$ cat src/rtl/seg_image_loader.sv
module seg_image_loader #(
  parameter int AW = 32,
  parameter int LW = 16,
  parameter int SW = 32
) (
  input  logic          clk,
  input  logic          rst_n,
  input  logic          start,
  input  logic [SW-1:0] image_size,
  input  logic          in_valid,
  input  logic [7:0]    in_data,
  output logic          in_ready,
  output logic          mem_wr_en,
  output logic [AW-1:0] mem_wr_addr,
  output logic [7:0]    mem_wr_data,
  input  logic          mem_wr_stall,
  output logic          busy,
  output logic          done,
  output logic          error
);
  localparam int AB = AW / 8;
  localparam int HB = (AW + LW) / 8;
  localparam int CW = $clog2(HB + 1);

  typedef enum logic [1:0] {IDLE, HDR, DATA} state_t;

  state_t        state;
  logic [SW-1:0] left;
  logic [CW-1:0] hcnt;
  logic [AW-1:0] addr_q;
  logic [LW-1:0] len_q;
  logic [LW-1:0] len_next;
  logic          short_hdr;
  logic          take;

  assign short_hdr   = (hcnt == '0) && (left < SW'(HB));
  assign in_ready    = ((state == HDR) && !short_hdr) || ((state == DATA) && !mem_wr_stall);
  assign take        = in_valid && in_ready;
  assign mem_wr_en   = take && (state == DATA);
  assign mem_wr_addr = addr_q;
  assign mem_wr_data = in_data;
  assign busy        = (state != IDLE);
  assign len_next    = {in_data, len_q[LW-1:8]};

  always_ff @(posedge clk) begin
    if (!rst_n) begin
      state  <= IDLE;
      left   <= '0;
      hcnt   <= '0;
      addr_q <= '0;
      len_q  <= '0;
      done   <= 1'b0;
      error  <= 1'b0;
    end else if (state == IDLE) begin
      if (start) begin
        state <= HDR;
        left  <= image_size;
        hcnt  <= '0;
        done  <= 1'b0;
        error <= 1'b0;
      end
    end else if (state == HDR) begin
      if (hcnt == '0 && left == '0) begin
        state <= IDLE;
        done  <= 1'b1;
      end else if (short_hdr) begin
        state <= IDLE;
        done  <= 1'b1;
        error <= 1'b1;
      end else if (take) begin
        left <= left - 1'b1;
        if (hcnt < CW'(AB))
          addr_q <= {in_data, addr_q[AW-1:8]};
        else
          len_q <= len_next;
        if (hcnt == CW'(HB - 1)) begin
          hcnt <= '0;
          if (SW'(len_next) > left - 1'b1) begin
            state <= IDLE;
            done  <= 1'b1;
            error <= 1'b1;
          end else if (len_next != '0) begin
            state <= DATA;
          end
        end else begin
          hcnt <= hcnt + 1'b1;
        end
      end
    end else begin
      if (take) begin
        left   <= left - 1'b1;
        addr_q <= addr_q + 1'b1;
        len_q  <= len_q - 1'b1;
        if (len_q == LW'(1)) state <= HDR;
      end
    end
  end
endmodule

$ cat config.mk
export PLATFORM = sky130hd
export DESIGN_NAME = seg_image_loader
export DESIGN_NICKNAME = d
export VERILOG_FILES = /design/src/rtl/seg_image_loader.sv
export SDC_FILE = /design/constraint.sdc
export NUM_CORES = 1
export LEC_CHECK = 0
export BUFFER_PORTS_ARGS = -buffer_cell sky130_fd_sc_hd__buf_2
export CAP_MARGIN = 20
export CORE_ASPECT_RATIO = 1.1
export CORE_UTILIZATION = 35
export CTS_CLUSTER_DIAMETER = 100
export DETAILED_ROUTE_END_ITERATION = 10
export HOLD_SLACK_MARGIN = 0.15
export SYNTH_ARGS = -nofsm -noshare
export SYNTH_HDL_FRONTEND = slang
export SYNTH_SLANG_ARGS = --single-unit
$ cat constraint.sdc
create_clock -name clk -period 3.46 [get_ports clk]
set_input_delay 0.346 -clock clk [delete_from_list [all_inputs] [get_ports clk]]
set_output_delay 0.346 -clock clk [all_outputs]
set_load 0.01 [all_outputs]
=== Word-level counts from Yosys, hierarchy flattened ===
Index checks and enable logic that the tools add are counted.

* Register bits: 87
* Input bits: 45
* Output and inout port bits: 45

* Add/subtract/negate cells: 4
* Order comparisons: 3
* Equal/unequal tests: 15
* Mux-type cells: 47
* Bitwise operators: 1
* Reductions and logical operators: 33

{| class="wikitable"
|+ Operators with widths
! kind !! count
|-
| $mux W32 || 12
|-
| $mux W16 || 6
|-
| $add A32 B1 Y32 const B || 1
|-
| $gt A16 B32 Y1 || 1
|-
| $logic_not A32 Y1 || 1
|-
| $lt A32 B3 Y1 const B || 1
|-
| $sub A32 B1 Y32 const B || 1
|-
| $reduce_and A6 Y1 || 4
|-
| $mux W2 || 11
|-
| $mux W3 || 7
|-
| $eq A16 B1 Y1 const B || 1
|-
| $reduce_bool A16 Y1 || 1
|-
| $sub A16 B1 Y16 const B || 1
|-
| $reduce_bool A3 Y1 || 5
|-
| $reduce_bool A4 Y1 || 3
|-
| $mux W1 || 11
|-
| $ne A2 B2 Y1 const B || 5
|-
| $reduce_and A5 Y1 || 2
|-
| $reduce_bool A2 Y1 || 5
|-
| $logic_and A1 B1 Y1 || 6
|-
| $ne A3 B3 Y1 const B || 2
|-
| $ne A6 B3 Y1 const B || 1
|-
| $ne A5 B3 Y1 const B || 1
|-
| $ne A2 B1 Y1 const B || 2
|-
| 11 further kinds || 12
|}

=== Longest topological paths before layout ===
Gate-level depths: netlist of the first run.

* Depth in word-level cells: 11
* Mapped depth: 15
* Mapped depth without buffers: 14

=== Least setup slack after synthesis of the first run ===
OpenSTA, ideal clock, no wires.

* Path kind: reg-to-reg
* From: register left[0]
* To: register state[1]
* Library setup time: 0.060 ns
* Arrival time: 3.319 ns
* Required time: 3.400 ns
* Path slack: 0.081 ns
* Stages on the path, launching flop included: 16
* Path buffers: 1
* Period minus slack after synthesis: 3.379 ns
* Cells stage by stage: dfxtp_1 inv_1 ha_1 or3b_1 or3_1 buf_6 nor4_1 xnor2_1 ha_1 a21o_1 a21o_1 a21o_1 a221o_1 o2111a_1 nand4_2 o2111a_1

* Word-level cells in the longest chain between the ends: 9

{| class="wikitable"
|+ Ends and longest elaborated chain
! item !! RTL line !! source
|-
| from (decl) || 28 || <nowiki>logic [SW-1:0] left;</nowiki>
|-
| from (signal assigned) || 57 || <nowiki>left <= image_size;</nowiki>
|-
| from (signal assigned) || 71 || <nowiki>left <= left - 1'b1;</nowiki>
|-
| from (signal assigned) || 91 || <nowiki>left <= left - 1'b1;</nowiki>
|-
| $sub A32 B1 Y32 || 78 || <nowiki>if (SW'(len_next) > left - 1'b1) begin</nowiki>
|-
| $gt A16 B32 Y1 || 78 ||
|-
| $mux W2 || 78 ||
|-
| $mux W2 || 76 || <nowiki>if (hcnt == CW'(HB - 1)) begin</nowiki>
|-
| $mux W2 || 70 || <nowiki>end else if (take) begin</nowiki>
|-
| $mux W2 || 66 || <nowiki>end else if (short_hdr) begin</nowiki>
|-
| $mux W2 || 63 || <nowiki>if (hcnt == '0 && left == '0) begin</nowiki>
|-
| $mux W2 || 62 || <nowiki>end else if (state == HDR) begin</nowiki>
|-
| $mux W2 || 54 || <nowiki>end else if (state == IDLE) begin</nowiki>
|-
| to (signal assigned) || 56 || <nowiki>state <= HDR;</nowiki>
|-
| to (signal assigned) || 64 || <nowiki>state <= IDLE;</nowiki>
|-
| to (signal assigned) || 67 || <nowiki>state <= IDLE;</nowiki>
|-
| to (decl) || 27 || <nowiki>state_t state;</nowiki>
|}

Parallel ways exist; a longest one is shown, timed or not. The select of a mux whose other input is x is not followed.
A chain may end at the register's enable or synchronous reset.

=== Worst setup path in the final report of the first run ===
Ends and elaborated chain as after synthesis.

==> impl_metrics.yaml, run 1 <==
cts:
  clk_latency_ns: 0.37
  clk_pin_slew_ns: 0.07
  cts_root_buf: "clkbuf_16"
  numCtsBuffers: 9
  htree_num_levels: 3
  cts_tree: "built"
  clk_path_buf_depth: 2
  clkSinkCount: 87
worst_hold_path:
  hold_path.startpoint: "image_size[25]"
  hold-path-cell-count: 3
  min_to: "left[25]"
  hp-class: "in2reg"
setup_path:
  crit_family: "compound AO/OA/AOI/OAI gates"
  worstRegToRegCells: 15
  required_ns: 3.77
  cp.depth: 15
  cp_max_fo: 4
  start_kind: "register"
  max_stage_delay_ns: 0.41
  reg2reg_slack_ns: 0.14
  crit_path_frequent_cell: "a21o_1"
  critical_path.endpoint_type: "register"
  path_cells: "inv_1, ha_2, or3b_4, or3_4, nor4_4, buf_4, xnor2_1, ha_1, a21o_1, a21o_1, a21o_1, a221o_1, o2111a_1, nand4_4, o2111a_1"
  path_class: "reg2reg"
  path_buf_inv: 2
  rr_startpoint: "left[0]"
  r2r-end: "state[1]"
  crit_arrival_ns: 3.63
  crit_slowest_cell: "or3b_4"
synthesis:
  avgSynthCellArea_um2: 7.20
  netlist_top_cells_area: "dfxtp_1 (28%), nor2_1 (6.9%), a21oi_1 (6.1%)"
  synthDistinctLibCells: 74
  syn_area_um2: 6290
  synth_area_leader_cell: "dfxtp_1"
  synth_top_area_share_pct: 27.7
  synth_nets: 938
  yosysSeqAreaShare_pct: 27.7
  synthFlopType: "dfxtp_1"
  syn_inst: 873
  synthArstFlopShare_pct: 0
  synth_edf_count: 0
  yosysWarnings: 0
  synth-seq-cells: 87
grt:
  grt_max_degree: 74
  grt_pass1_wl_mm: 31.3
  overflow: 0
  grt_usage_pct: 21.6
  grt_pass1_vias: 5919
  antenna_found_initial: 1
floorplan:
  chipWidth_um: 130
  start_util_pct: 35.6
  die_area_um2: 18500
  die_y_um: 143
  core-area_um2: 17700
  ios: 90
  row_count: 51
layout:
  fillers: 1878
  nets: 986
  final_cells: 1165
  area_growth_pct: 15.1
  drive_above_1_share_pct: 19.0
pwr:
  powerDensity_nw_per_um2: 943
  swShare_pct: 50.2
  netSwitchingPower_mw: 3.43
  combPwrFrac_pct: 61.5
  p_int_mw: 3.40
  p_clk_share_pct: 14.8
  ir_worst_vdd_v: 0.000345
  p_seq_share_pct: 23.8
  p_leak_nw: 2.83
  p_total_mw: 6.83
detailed_routing:
  firstDrtPassIters: 5
  ant_nets: 0
  vias: 6659
  drt_wl_total_mm: 19.6
  avgViaCountPerCell: 5.72
  drt-initial-drc-count: 529
  drc: 0
  drt-wirelength-per-cell_um: 16.8
placed_design:
  dp.final_hpwl_mm: 13.7
  dp_cells: 1147
  pre_cts_slack_ns: 0.0687
  gp_congestion: 0.861
  port_buffers: 89
timing:
  worstMarginPinSlew_ns: 0.910
  setup_viol_count_final: 0
  fin_ws_ns: 0.137
  layout_min_cycle_time_ns: 3.32
  finalMaxSlewViolations: 0
  finalHoldViolations: 0
  fin_skew_ns: 0.0130
  whs_ns: 0.295
  clock.fmax_mhz: 301
  fin_crit_sh_pct: 96.0
  slew_headroom_pct: 38.9
run:
  drv_cap: 0
run_status:
  status: "complete, no violations"
==> layout make-up <==
cell class	instances	area [µm²]	share of cell area [%]
multi-input combinational	689	4170	57.6
sequential	87	1740	24.1
timing repair buffer	113	651	8.99
tap	238	298	4.11
clock buffer	9	225	3.11
inverter	21	78.8	1.09
clock inverter	7	70.1	0.968
antenna	1	2.50	0.0346
==> routing by layer <==
layer / track usage [%] / part of all wire [%]
met3: 2.71 / 5.9
met1: 28.8 / 45
met5: 0 / 0
met4: 8.94 / 2.0
met2: 34.9 / 47
==> cell usage after synthesis (4+ instances only) <==
cell and count:
nand4_1 18, a21boi_0 10, ha_1 20, a211oi_1 12, buf_1 7, and2_1 12
xnor2_1 17, or4_1 6, inv_1 21, nor3_1 28, nand3_1 22, a22oi_1 4
o22ai_1 7, o221a_2 18, a21oi_1 77, dfxtp_1 87, clkbuf_1 41, a21o_1 7
nor4_1 22, o21ai_0 66, nor2b_1 12, or3_1 12, buf_2 9, o31ai_1 14
nor2_1 115, a41oi_1 6, o211ai_1 7, and3_1 10, nand2_1 86, nor3b_1 5
a31oi_1 15, buf_4 17
==> cells in the final DEF, fill, tap and decap left out, types with 10 or more instances in the layout <==
| cell | instances |
|---|---|
| a211oi_1 | 12 |
| a21boi_0 | 10 |
| a21oi_1 | 77 |
| a31oi_1 | 15 |
| and2_1 | 12 |
| and3_1 | 10 |
| buf_2 | 89 |
| buf_4 | 22 |
| dfxtp_1 | 87 |
| ha_1 | 19 |
| inv_1 | 21 |
| nand2_1 | 85 |
| nand3_1 | 22 |
| nand4_1 | 18 |
| nor2_1 | 113 |
| nor2b_1 | 11 |
| nor3_1 | 25 |
| nor4_1 | 20 |
| o21ai_0 | 66 |
| o221a_2 | 18 |
| o31ai_1 | 14 |
| or3_1 | 11 |
| xnor2_1 | 17 |
==> worst reg2reg max path: cells and delay by family, from the launching register on <==
kind                     cells  cell delay [ns]
flip-flops                   1             0.31
adder cells (fa/ha/maj)      2             0.39
XOR/XNOR                     1             0.07
AO/OA/AOI/OAI                6             1.21
AND/OR/NAND/NOR              4             1.05
buffers and inverters        2             0.24
==> worst max path at each step <==
| stage | from | end | slack (ns) |
|---|---|---|---|
| after global placement | left[0] | state[1] | 0.12 |
| after floorplan | left[0] | state[1] | 0.08 |
| after CTS | left[0] | state[1] | 0.06 |
| after detailed placement | left[0] | state[1] | 0.07 |
| final | left[0] | state[1] | 0.14 |
| after global routing | left[0] | state[1] | -0.007 |
==> cell families (layout without fill, tap and decap cells) <==
| logic type | Yosys count | after routing | synth area share, % |
|---|---|---|---|
| DFF | 87 | 87 | 27.7 |
| adders and majority gates | 20 | 20 | 3.98 |
| muxes | 2 | 2 | 0.318 |
| buffers and inverters | 97 | 150 | 7.22 |
| and+or+nand+nor | 366 | 366 | 28.4 |
| xor gates and xnor gates | 18 | 18 | 2.51 |
| other | 0 | 1 | 0 |
| AOI/OAI and AO/OA | 283 | 283 | 29.8 |
==> power by group through the flow <==
stage	Sequential [mW]	Clock [mW]	Combinational, mW
after floorplan	1.49	0	3.13
after global placement	1.62	0	4.01
after detailed placement	1.62	0	4.02
after CTS	1.60	1.03	4.05
after global routing	1.67	1.06	4.66
final	1.62	1.01	4.20
==> metrics by stage <==
| stage | cell area (µm²) | TNS [ns] | util [%] |
|---|---|---|---|
| finish | 7240 | 0 | 40.9 |
| global route | 7230 | -0.00675 | 40.9 |
| CTS | 7170 | 0 | 40.6 |
| detailed placement | 6870 | 0 | 38.9 |
| global placement | 6870 | 0 | 38.9 |
| floorplan | 6290 | 0 | - |
==> timing repair <==
item	4_1_cts	5_1_grt
endpoints found under the setup margin	0	4
gates resized for setup	0	11
hold buffers	0	0
buffers inserted	0	1
==> registers in the layout, summed over array words and instances (netlist names) <==
name and flops:
done 1, state 2, error 1, len_q 16, hcnt 3, left 32
mem_wr_addr 32
Power figures use the tool's default switching activity.
==> run 2: changes to the inputs <==
Settings changed: CORE_MARGIN set to 4.
Clock period 3.46 ns to 3.3 ns, I/O delays scaled along.
==> run 2 against run 1 <==
  * Combinational power grew 8.8%
  * Sequential power hardly changed
  * Flip-flop and latch count is the same
  * Worst setup slack got worse by 0.056 ns
  * Largest cell class unchanged
  * Global-route usage is 2.1 points lower
  * Fmax grew 3.2%
  * Clock-buffer cell count rose by 1
  * Sequential share of layout area down 0.41 points
  * Wire length rose by 0.36%
  * Register-to-register slack got worse by 0.06 ns
  * Critical path type unchanged
==> impl_metrics.yaml, run 2 (synthesis results as in run 1) <==
run_status:
  status: "complete, no violations"
detailed_routing:
  drt-wirelength-per-cell_um: 16.7
  drt-initial-drc-count: 506
  drc: 0
  vias: 6716
  drt_wl_total_mm: 19.7
  avgViaCountPerCell: 5.71
  ant_nets: 0
  firstDrtPassIters: 5
floorplan:
  row_count: 51
  die_y_um: 149
  ios: 90
  chipWidth_um: 136
  start_util_pct: 35.6
  core-area_um2: 17700
  die_area_um2: 20200
cts:
  clk_path_buf_depth: 2
  clkSinkCount: 87
  clk_latency_ns: 0.36
  cts_tree: "built"
  cts_root_buf: "clkbuf_16"
  numCtsBuffers: 9
  clk_pin_slew_ns: 0.07
  htree_num_levels: 3
placed_design:
  gp_congestion: 0.884
  pre_cts_slack_ns: 0.0349
  port_buffers: 89
  dp_cells: 1159
  dp.final_hpwl_mm: 14.0
layout:
  layout_common_cells: "nor2_1 (113), buf_2 (89), dfxtp_1 (87), nand2_1 (85), a21oi_1 (77)"
  nets: 998
  area_growth_pct: 17.0
  n_antenna_cell: 0
  fillers: 1893
  fin_util_pct: 41.7
  mostFrequentLayoutCell: "nor2_1"
  drive_above_1_share_pct: 19.8
  final_cells: 1176
pwr:
  ir_worst_vdd_v: 0.000351
  p_leak_nw: 2.91
  p_total_mw: 7.35
  powerDensity_nw_per_um2: 999
timing:
  slew_headroom_pct: 45.3
  clock.fmax_mhz: 311
  finalHoldViolations: 0
  fin_ws_ns: 0.0811
  fin_setup_tns_ns: 0
  fin_skew_ns: 0.0141
  fin_crit_sh_pct: 97.5
  rsz0062_at_grt: "true"
  layout_min_cycle_time_ns: 3.22
  finalMaxSlewViolations: 0
  setup_viol_count_final: 0
  worstMarginPinSlew_ns: 0.815
setup_path:
  reg2reg_slack_ns: 0.08
  path_class: "reg2reg"
  worstRegToRegCells: 13
  startpoint: "left[7]"
  cp_max_fo: 4
  start_kind: "register"
  required_ns: 3.60
  crit_arrival_ns: 3.51
  r2r-end: "state[1]"
  critical_path.endpoint_type: "register"
  rr_startpoint: "left[7]"
grt:
  grt_usage_pct: 19.5
  overflow: 0
  grt_pass1_wl_mm: 32.0
  grt_pass1_vias: 6132
  antenna_found_initial: 1
  grt_max_degree: 71
run:
  drv_cap: 0
worst_hold_path:
  hold_path.startpoint: "image_size[25]"
  hp-class: "in2reg"
  hold-path-cell-count: 3
  min_to: "left[25]"
run 2: area by class of cell:
cell class	count	area, µm²	area share (%)
tap	238	298	4.04
clock inverter	6	93.8	1.27
timing repair buffer	125	753	10.2
clock buffer	10	229	3.11
sequential	87	1740	23.7
multi-input combinational	689	4170	56.6
inverter	21	78.8	1.07
run 2: worst max path at each step:
stage          cells after the start        to
3_3_place_gp                      13  state[1]
3_5_place_dp                      13  state[1]
4_1_cts                           13  state[1]
6_report                          13  state[1]
2_1_floorplan                     14  state[1]
5_1_grt                           12  state[1]
run 2: through the flow:
stage / hold WS (ns) / instance area (µm²)
final: 0.293 / 7360
after global routing: 0.315 / 7360
after CTS: 0.282 / 7310
after detailed placement: 0.487 / 6980
after global placement: 0.480 / 6980
after floorplan: 0.444 / 6300
run 2: routing by layer:
| metal | part of all wire (%) | wire length, µm | GRT usage (%) | vias up |
|---|---|---|---|---|
| li1 | - | - | - | 3334 |
| met1 | 46 | 9130 | 26.8 | 3143 |
| met2 | 46 | 9150 | 31.7 | 210 |
| met3 | 5.4 | 1060 | 3.11 | 27 |
| met4 | 1.7 | 344 | 5.54 | 2 |
| met5 | 0.046 | 9 | 0 | - |
run 2: what timing repair did:
item / 4_1_cts / 5_1_grt
endpoints found under the setup margin: 0 / 4
buffers inserted: 0 / 1
hold buffers: 0 / 0
resized for setup: 0 / 9
run 2: report_power, final:
group          leakage [nW]  internal (mW)  switching, mW  total, mW
combinational          2.05           1.85           2.73       4.57
sequential            0.708           1.30          0.348       1.65
clock                 0.153          0.670          0.466       1.14
run 2: critical path, stage by stage (launching register included):
cell and delay, ns:
dfxtp_1 0.31, buf_4 0.14, nor4_1 0.42, nand3_1 0.31
nor2_1 0.24, xnor2_1 0.15, ha_1 0.26, a21o_1 0.18
a21o_1 0.17, a21o_1 0.17, a221o_1 0.27, o2111a_1 0.25
nand4_2 0.13, o2111a_1 0.18
